`src/rtl/bootchip_pkg.sv`:
```
package bootchip_pkg;
  localparam int unsigned WORD_W     = 32;
  localparam int unsigned LANES      = WORD_W / 8;
  localparam int unsigned LEN_W      = $clog2(LANES);
  localparam int unsigned ADDR_SHIFT = 6;

  localparam logic [WORD_W-1:0] CMD_SHIFT_LIMIT = 32'h2000_0000;
  localparam logic [WORD_W-1:0] RTC_ADDR        = 32'h2000_0000;
  localparam logic [WORD_W-1:0] PRAM_BASE       = 32'h2000_0100;
  localparam logic [WORD_W-1:0] PRAM_WR_LAST    = 32'h2000_1000;
  localparam logic [WORD_W-1:0] UART_BASE       = 32'h2001_0000;
  localparam logic [WORD_W-1:0] UART_STATUS     = 32'h0300_0000;

  typedef enum logic {ST_IDLE, ST_UART} resp_state_e;

  typedef enum logic [2:0] {
    TGT_NONE, TGT_RTC, TGT_PRAM, TGT_USTAT, TGT_UTX
  } target_e;
endpackage

```
`src/rtl/bootchip_rtc.sv`:
```
module bootchip_rtc #(
  parameter int unsigned CNT_W = 32
) (
  input  logic             clk,
  input  logic             rst_n,
  input  logic             tick_i,
  input  logic             load_i,
  input  logic [CNT_W-1:0] load_val_i,
  output logic [CNT_W-1:0] count_o
);
  logic [CNT_W-1:0] cnt_q, cnt_d;
  logic             cnt_en;

  always_comb begin
    cnt_en = load_i | tick_i;
    if (load_i) cnt_d = load_val_i;
    else        cnt_d = cnt_q + CNT_W'(1);
  end

  always_ff @(posedge clk or negedge rst_n) begin
    if (!rst_n)      cnt_q <= '0;
    else if (cnt_en) cnt_q <= cnt_d;
  end

  assign count_o = cnt_q;
endmodule

```
`src/rtl/bootchip_pram.sv`:
```
module bootchip_pram #(
  parameter int unsigned DEPTH = 64,
  parameter int unsigned LANES = 4,
  localparam int unsigned IDX_W = $clog2(DEPTH),
  localparam int unsigned LEN_W = $clog2(LANES)
) (
  input  logic               clk,
  input  logic               we_i,
  input  logic [IDX_W-1:0]   idx_i,
  input  logic [LEN_W-1:0]   len_i,
  input  logic [8*LANES-1:0] wdata_i,
  output logic [8*LANES-1:0] rdata_o
);
  logic [7:0] mem [DEPTH];

  // lane k maps to byte idx+k (wrapping), lane 0 is the top byte of the word
  always_comb begin
    rdata_o = '0;
    for (int k = 0; k < LANES; k++) begin
      if (k <= int'(len_i))
        rdata_o[8*(LANES-k)-1 -: 8] = mem[idx_i + IDX_W'(k)];
    end
  end

  always_ff @(posedge clk) begin
    if (we_i) begin
      for (int k = 0; k < LANES; k++) begin
        if (k <= int'(len_i))
          mem[idx_i + IDX_W'(k)] <= wdata_i[8*(LANES-k)-1 -: 8];
      end
    end
  end
endmodule

```
`src/rtl/bootchip_uart_tx.sv`:
```
module bootchip_uart_tx #(
  parameter int unsigned LANES = 4,
  localparam int unsigned LEN_W = $clog2(LANES)
) (
  input  logic               clk,
  input  logic               rst_n,
  input  logic               load_i,
  input  logic [LEN_W-1:0]   len_i,
  input  logic [8*LANES-1:0] data_i,
  output logic               valid_o,
  output logic [7:0]         byte_o,
  input  logic               ready_i,
  output logic               last_o
);
  logic               busy_q, busy_d;
  logic [8*LANES-1:0] sh_q, sh_d;
  logic [LEN_W-1:0]   cnt_q, cnt_d;

  always_comb begin
    busy_d = busy_q;
    sh_d   = sh_q;
    cnt_d  = cnt_q;
    if (load_i) begin
      busy_d = 1'b1;
      sh_d   = data_i;
      cnt_d  = len_i;
    end else if (busy_q && ready_i) begin
      if (cnt_q == '0) begin
        busy_d = 1'b0;
      end else begin
        cnt_d = cnt_q - LEN_W'(1);
        sh_d  = sh_q << 8;
      end
    end
  end

  always_ff @(posedge clk or negedge rst_n) begin
    if (!rst_n) begin
      busy_q <= 1'b0;
      sh_q   <= '0;
      cnt_q  <= '0;
    end else begin
      busy_q <= busy_d;
      sh_q   <= sh_d;
      cnt_q  <= cnt_d;
    end
  end

  assign valid_o = busy_q;
  assign byte_o  = sh_q[8*LANES-1 -: 8];
  assign last_o  = busy_q && ready_i && (cnt_q == '0);
endmodule

```
`src/rtl/bootchip_responder.sv`:
```
module bootchip_responder
  import bootchip_pkg::*;
#(
  parameter int unsigned PRAM_BYTES = 64
) (
  input  logic              clk,
  input  logic              rst_n,
  input  logic              sel_i,
  input  logic              start_i,
  input  logic              wr_i,
  input  logic [LEN_W-1:0]  len_i,
  input  logic [WORD_W-1:0] wdata_i,
  output logic [WORD_W-1:0] rdata_o,
  output logic              done_o,
  output logic              err_o,
  input  logic              tick_i,
  input  logic              rtc_load_i,
  input  logic [WORD_W-1:0] rtc_load_val_i,
  output logic              uart_valid_o,
  output logic [7:0]        uart_data_o,
  input  logic              uart_ready_i
);
  localparam int unsigned IDX_W = $clog2(PRAM_BYTES);
  localparam logic [WORD_W-1:0] PRAM_RD_END =
    PRAM_BASE + (WORD_W'(PRAM_BYTES) << ADDR_SHIFT);

  // reset: asserted asynchronously, released on the clock
  logic [1:0] rst_sync_q;
  logic       rst_int_n;
  always_ff @(posedge clk or negedge rst_n) begin
    if (!rst_n) rst_sync_q <= '0;
    else        rst_sync_q <= {rst_sync_q[0], 1'b1};
  end
  assign rst_int_n = rst_sync_q[1];

  resp_state_e       state_q, state_d;
  logic [WORD_W-1:0] addr_q, addr_d, rdata_q, rdata_d;
  logic              done_q, done_d, err_q, err_d, armed_q, armed_d;
  logic              accept, pram_we, utx_load, utx_last;
  logic [WORD_W-1:0] ofs, step, rtc_count, pram_rdata;
  logic [IDX_W-1:0]  pram_idx;
  target_e           tgt;

  bootchip_rtc #(.CNT_W(WORD_W)) u_rtc (
    .clk(clk), .rst_n(rst_int_n), .tick_i(tick_i), .load_i(rtc_load_i),
    .load_val_i(rtc_load_val_i), .count_o(rtc_count)
  );

  bootchip_pram #(.DEPTH(PRAM_BYTES), .LANES(LANES)) u_pram (
    .clk(clk), .we_i(pram_we), .idx_i(pram_idx), .len_i(len_i),
    .wdata_i(wdata_i), .rdata_o(pram_rdata)
  );

  bootchip_uart_tx #(.LANES(LANES)) u_utx (
    .clk(clk), .rst_n(rst_int_n), .load_i(utx_load), .len_i(len_i),
    .data_i(wdata_i), .valid_o(uart_valid_o), .byte_o(uart_data_o),
    .ready_i(uart_ready_i), .last_o(utx_last)
  );

  // address decode on the held address with bit 31 cleared
  always_comb begin
    ofs      = addr_q & 32'h7FFF_FFFF;
    pram_idx = ofs[ADDR_SHIFT +: IDX_W] - IDX_W'(4);
    step     = (WORD_W'(len_i) + WORD_W'(1)) << ADDR_SHIFT;
    tgt      = TGT_NONE;
    if (wr_i) begin
      if (ofs >= PRAM_BASE && ofs <= PRAM_WR_LAST)  tgt = TGT_PRAM;
      else if (ofs[WORD_W-1:8] == UART_BASE[WORD_W-1:8]) tgt = TGT_UTX;
    end else begin
      if (ofs == RTC_ADDR)                          tgt = TGT_RTC;
      else if (ofs >= PRAM_BASE && ofs < PRAM_RD_END) tgt = TGT_PRAM;
      else if (ofs == UART_BASE)                    tgt = TGT_USTAT;
    end
  end

  assign accept = start_i && sel_i && (state_q == ST_IDLE);

  always_comb begin
    state_d  = state_q;
    addr_d   = addr_q;
    rdata_d  = rdata_q;
    armed_d  = armed_q;
    done_d   = 1'b0;
    err_d    = 1'b0;
    pram_we  = 1'b0;
    utx_load = 1'b0;
    if (!sel_i) armed_d = 1'b1;
    case (state_q)
      ST_IDLE: begin
        if (accept && wr_i && armed_q) begin
          addr_d  = (wdata_i < CMD_SHIFT_LIMIT) ? (wdata_i >> ADDR_SHIFT) : wdata_i;
          armed_d = 1'b0;
          done_d  = 1'b1;
        end else if (accept) begin
          case (tgt)
            TGT_RTC: begin
              rdata_d = rtc_count;
              done_d  = 1'b1;
            end
            TGT_PRAM: begin
              if (wr_i) pram_we = 1'b1;
              else      rdata_d = pram_rdata;
              addr_d = addr_q + step;
              done_d = 1'b1;
            end
            TGT_USTAT: begin
              rdata_d = UART_STATUS;
              done_d  = 1'b1;
            end
            TGT_UTX: begin
              utx_load = 1'b1;
              state_d  = ST_UART;
            end
            default: begin
              rdata_d = '0;
              err_d   = 1'b1;
              done_d  = 1'b1;
            end
          endcase
        end
      end
      ST_UART: begin
        if (utx_last) begin
          state_d = ST_IDLE;
          done_d  = 1'b1;
        end
      end
      default: state_d = ST_IDLE;
    endcase
  end

  always_ff @(posedge clk or negedge rst_int_n) begin
    if (!rst_int_n) begin
      state_q <= ST_IDLE;
      addr_q  <= '0;
      rdata_q <= '0;
      done_q  <= 1'b0;
      err_q   <= 1'b0;
      armed_q <= 1'b1;
    end else begin
      state_q <= state_d;
      addr_q  <= addr_d;
      rdata_q <= rdata_d;
      done_q  <= done_d;
      err_q   <= err_d;
      armed_q <= armed_d;
    end
  end

  assign rdata_o = rdata_q;
  assign done_o  = done_q;
  assign err_o   = err_q;
endmodule

```
`config.mk`:
```
export PLATFORM = sky130hd
export DESIGN_NAME = bootchip_responder
export DESIGN_NICKNAME = d
export VERILOG_FILES = /design/src/rtl/bootchip_pkg.sv /design/src/rtl/bootchip_rtc.sv /design/src/rtl/bootchip_pram.sv /design/src/rtl/bootchip_uart_tx.sv /design/src/rtl/bootchip_responder.sv
export SDC_FILE = /design/constraint.sdc
export NUM_CORES = 2
export LEC_CHECK = 0
export BUFFER_PORTS_ARGS = -buffer_cell sky130_fd_sc_hd__buf_4
export CORE_ASPECT_RATIO = 1.2
export CORE_MARGIN = 5
export CORE_UTILIZATION = 45
export CTS_CLUSTER_DIAMETER = 60
export DETAILED_ROUTE_END_ITERATION = 10
export RECOVER_POWER = 25
export SYNTH_ARGS = -nofsm -noshare
export SYNTH_HDL_FRONTEND = slang
export SYNTH_SLANG_ARGS = --single-unit
export TNS_END_PERCENT = 1
```
`constraint.sdc`:
```
create_clock -name clk -period 5.8 [get_ports clk]
set_input_delay 0 -clock clk [delete_from_list [all_inputs] [get_ports clk]]
set_output_delay 0 -clock clk [all_outputs]
set_load 0.1 [all_outputs]
```
==> metrics.txt <==
wire length on met2 around 140000 µm; Clock transition at path regs around 60 ps; worst-path fanout max 14; global route total overflow 0; violated checks capacitance limit, slew limit; total detailed-routing wirelength approximately 340000 µm; Final TNS setup 0 ps; clock tree buffer depth 3; Static Leakage between 20 and 30 nW; data required time at the worst endpoint 6410 ps; number of buffers inserted during clock tree synthesis 83; number of hold-repair buffers added at the cts stage ~130; Hold Path Class input pin to flip-flop; Maximum Capacitance Violations 3; final clock skew approximately 40 ps; Final Hold Vio Count 0; kind of capture point of the worst setup path flip-flop; number of distinct library cells after synthesis between 90 and 100; number of enable-type register cells in the synthesized netlist 512; Starting Density 0.4512; final antenna-violating net count 0; chip height around 400 µm; metal3 WL 51190 µm; Synthesis Warnings 0; GRT Util Overall 0.4924; Cells after Synth approximately 5400; Critical Path, Cell by Cell inv_1, ha_1, xor2_2, a311oi_1, nor2_1, buf_4, o211ai_1, o311ai_0, buf_4, a21oi_1; RSZ-0062 raised after global routing no; Resized cells post-CTS 0; area added between synthesis and finish 12.15%; share of final-layout standard cells stronger than drive strength 1 0.2385; outcome finished with violations; dominant delay contributor by cell family on the critical path compound AO/OA/AOI/OAI gates; highest clock frequency the design can meet approximately 180 MHz; Clock H-tree levels 3; TritonCTS clock tree built; total number of clock tree sinks 648; post-route DRC violation count 0; via count just under 60000; area of the die 0.1339 mm²; Seq/Total Area, Yosys 0.3295; Worst Max-Slew Pin Slew between 3000 and 4000 ps; DRC violation total after the first TritonRoute iteration roughly 10000; CTS root buf sky130_fd_sc_hd__clkbuf_16; count of buffer and inverter cells on the critical path 3; highest routed metal layer met5; most used cells in the layout excluding fill and tap cells 717 x sky130_fd_sc_hd__nand2_1, 587 x sky130_fd_sc_hd__mux2i_1, 512 x sky130_fd_sc_hd__edfxtp_1; core utilization of the finished layout 0.5061; length of the first detailed-routing pass in iterations 6; final worst path period share 0.9778; initial antenna violation count 26; Floorplan Core Area approximately 0.13 mm²; CP Launch Type flip-flop; I/O pin count roughly 120; cell mode on critical path sky130_fd_sc_hd__buf_4; nets in the synthesized netlist about 5500; M1 WL approximately 110000 µm; classification of the worst setup path flip-flop to flip-flop; clock latency of the later-clocked register in the worst-skew pair between 700 and 800 ps; power density of the placed cells 416.2 mW/mm²; gpl congestion ~1.1; Post-Syn Area ~0.057 mm²; post-synthesis sequential element count approximately 650; cell at the slowest stage of the critical path sky130_fd_sc_hd__nor2_1; number of setup buffers added after CTS 0; slew margin rel. -1.467; largest net degree at the start of global routing roughly 140; number of setup violations in the final report 0; worst endpoint data arrival time around 6300 ps; fin. max-slew vios approximately 220; Wirelength per Cell between 40 and 50 µm; VDD IR max roughly 0.00038 V; async set-reset flop share out of synthesis 0.2099; cell row count ~140; via count of the first global-routing pass around 53000; first-pass GRT wire length approximately 460000 µm; final-stage net count 5553; mean instance size in the synthesized netlist around 10 µm²; number of port buffers around 120; Min Clock Period, post-route between 5000 and 6000 ps; Post-synth top flop sky130_fd_sc_hd__edfxtp_1; post-DP HPWL approximately 240000 µm; width of the die around 330 µm; filler-free cell count of the finished design 7225; worst stage delay on the critical path 1350 ps; dpl cells about 6900; routed via count divided by cell count 8.056; most common library cell in the layout ignoring fill and taps sky130_fd_sc_hd__nand2_1
[final timing paths]
kind / from / endpoint / slack, ps / cells after the start
min in group asynchronous: rst_n / rst_sync_q[1] / 140 / 3
worst max-delay path: addr_q[8] / rdata_o[15] / 130 / 10
max in group asynchronous: rst_sync_q[1] / addr_q[6] / 1400 / 1
worst min-delay path: wdata_i[12] / addr_q[12] / 50 / 5
worst min register to register: rst_sync_q[0] / rst_sync_q[1] / 350 / 0
worst max register to register: addr_q[8] / rdata_o[15] / 130 / 10
[registers in the layout (all words and copies together) (netlist names)]
register       flops
addr_q            31
armed_q            1
done_o             1
err_o              1
rdata_o           32
rst_sync_q         2
state_q            1
u_pram.mem       512
u_rtc.count_o     32
u_utx.cnt_q        2
u_utx.sh_q        32
u_utx.valid_o      1
[worst reg2reg max path: stages, from the launching register on]
cell                       delay (ps)
sky130_fd_sc_hd__dfrtp_1          670
sky130_fd_sc_hd__inv_1            330
sky130_fd_sc_hd__ha_1             400
sky130_fd_sc_hd__xor2_2           490
sky130_fd_sc_hd__a311oi_1         280
sky130_fd_sc_hd__nor2_1          1350
sky130_fd_sc_hd__buf_4            440
sky130_fd_sc_hd__o211ai_1         260
sky130_fd_sc_hd__o311ai_0        1040
sky130_fd_sc_hd__buf_4            250
sky130_fd_sc_hd__a21oi_1           60
[cells by family (layout without fill, tap and decap cells)]
kind of cell             Yosys count  after routing  share of synthesized area
AO/OA/AOI/OAI                   1329           1329                     0.1838
XOR/XNOR                          51             51                   0.008100
adder cells (fa/ha/maj)           20             20                   0.004522
buffers and inverters            674            759                    0.04823
flip-flops                       648            648                     0.3295
multiplexers                    1083           1083                     0.2914
other                              1             32                 0.00006579
AND/OR/NAND/NOR                 1636           1636                     0.1344
[power breakdown]
part | switching [mW] | internal, mW
Sequential | 0.183 | 5.19
Combinational | 11.0 | 4.86
Clock | 2.35 | 2.97
[cells in the mapped netlist (17+ instances only)]
cell	number	area share
sky130_fd_sc_hd__a211o_1	57	0.0088
sky130_fd_sc_hd__a211oi_1	32	0.0042
sky130_fd_sc_hd__a21o_1	113	0.015
sky130_fd_sc_hd__a21oi_1	156	0.014
sky130_fd_sc_hd__a221o_1	56	0.0098
sky130_fd_sc_hd__a221oi_1	99	0.015
sky130_fd_sc_hd__a22oi_1	91	0.012
sky130_fd_sc_hd__a31oi_1	49	0.0054
sky130_fd_sc_hd__a32oi_1	42	0.0065
sky130_fd_sc_hd__buf_1	60	0.0040
sky130_fd_sc_hd__buf_2	108	0.0095
sky130_fd_sc_hd__buf_4	18	0.0024
sky130_fd_sc_hd__clkbuf_1	416	0.027
sky130_fd_sc_hd__dfrtp_1	135	0.059
sky130_fd_sc_hd__edfxtp_1	512	0.27
sky130_fd_sc_hd__ha_1	19	0.0042
sky130_fd_sc_hd__inv_1	44	0.0029
sky130_fd_sc_hd__mux2_2	37	0.0073
sky130_fd_sc_hd__mux2i_1	587	0.10
sky130_fd_sc_hd__mux4_2	457	0.18
sky130_fd_sc_hd__nand2_1	717	0.047
sky130_fd_sc_hd__nand2b_1	17	0.0019
sky130_fd_sc_hd__nand3_1	206	0.018
sky130_fd_sc_hd__nand4_1	102	0.011
sky130_fd_sc_hd__nand4_2	30	0.0066
sky130_fd_sc_hd__nor2_1	345	0.023
sky130_fd_sc_hd__nor3_1	74	0.0065
sky130_fd_sc_hd__nor4_1	50	0.0055
sky130_fd_sc_hd__o2111ai_1	25	0.0038
sky130_fd_sc_hd__o211ai_1	42	0.0055
sky130_fd_sc_hd__o21ai_0	198	0.017
sky130_fd_sc_hd__o221a_1	35	0.0069
sky130_fd_sc_hd__o221a_2	208	0.041
sky130_fd_sc_hd__o221ai_1	20	0.0031
sky130_fd_sc_hd__o22ai_1	51	0.0056
sky130_fd_sc_hd__xnor2_1	26	0.0040
sky130_fd_sc_hd__xor2_1	23	0.0035
[through the flow]
step	setup WS, ps	hold slack [ps]	power, mW	instance area [µm²]
after floorplan	975.6	-295.6	13.95	57000
after global placement	801.9	-217.6	20.29	60040
after detailed placement	828.8	-215.2	20.27	60040
after CTS	835.0	3.976	25.61	64080
after global routing	250.5	13.16	26.57	63860
final	128.8	49.84	26.61	63930
[cell type report]
| cell class | count | area [µm²] |
|---|---|---|
| Antenna cell | 31 | 77.57 |
| Tap cell | 1667 | 2086 |
| Multi-Input combinational cell | 4120 | 35710 |
| Inverter | 59 | 221.5 |
| Timing Repair Buffer | 547 | 4330 |
| Clock inverter | 53 | 506.7 |
| Sequential cell | 648 | 18790 |
| Fill cell | 11561 | 62390 |
| Clock buffer | 100 | 2203 |
[routing by layer]
metal / up-vias / GRT usage
met5: - / 0.002201
li1: 21918 / -
met2: 5858 / 0.7052
met1: 28760 / 0.5932
met4: 10 / 0.3837
met3: 1659 / 0.1917
Power figures use the tool's default switching activity.
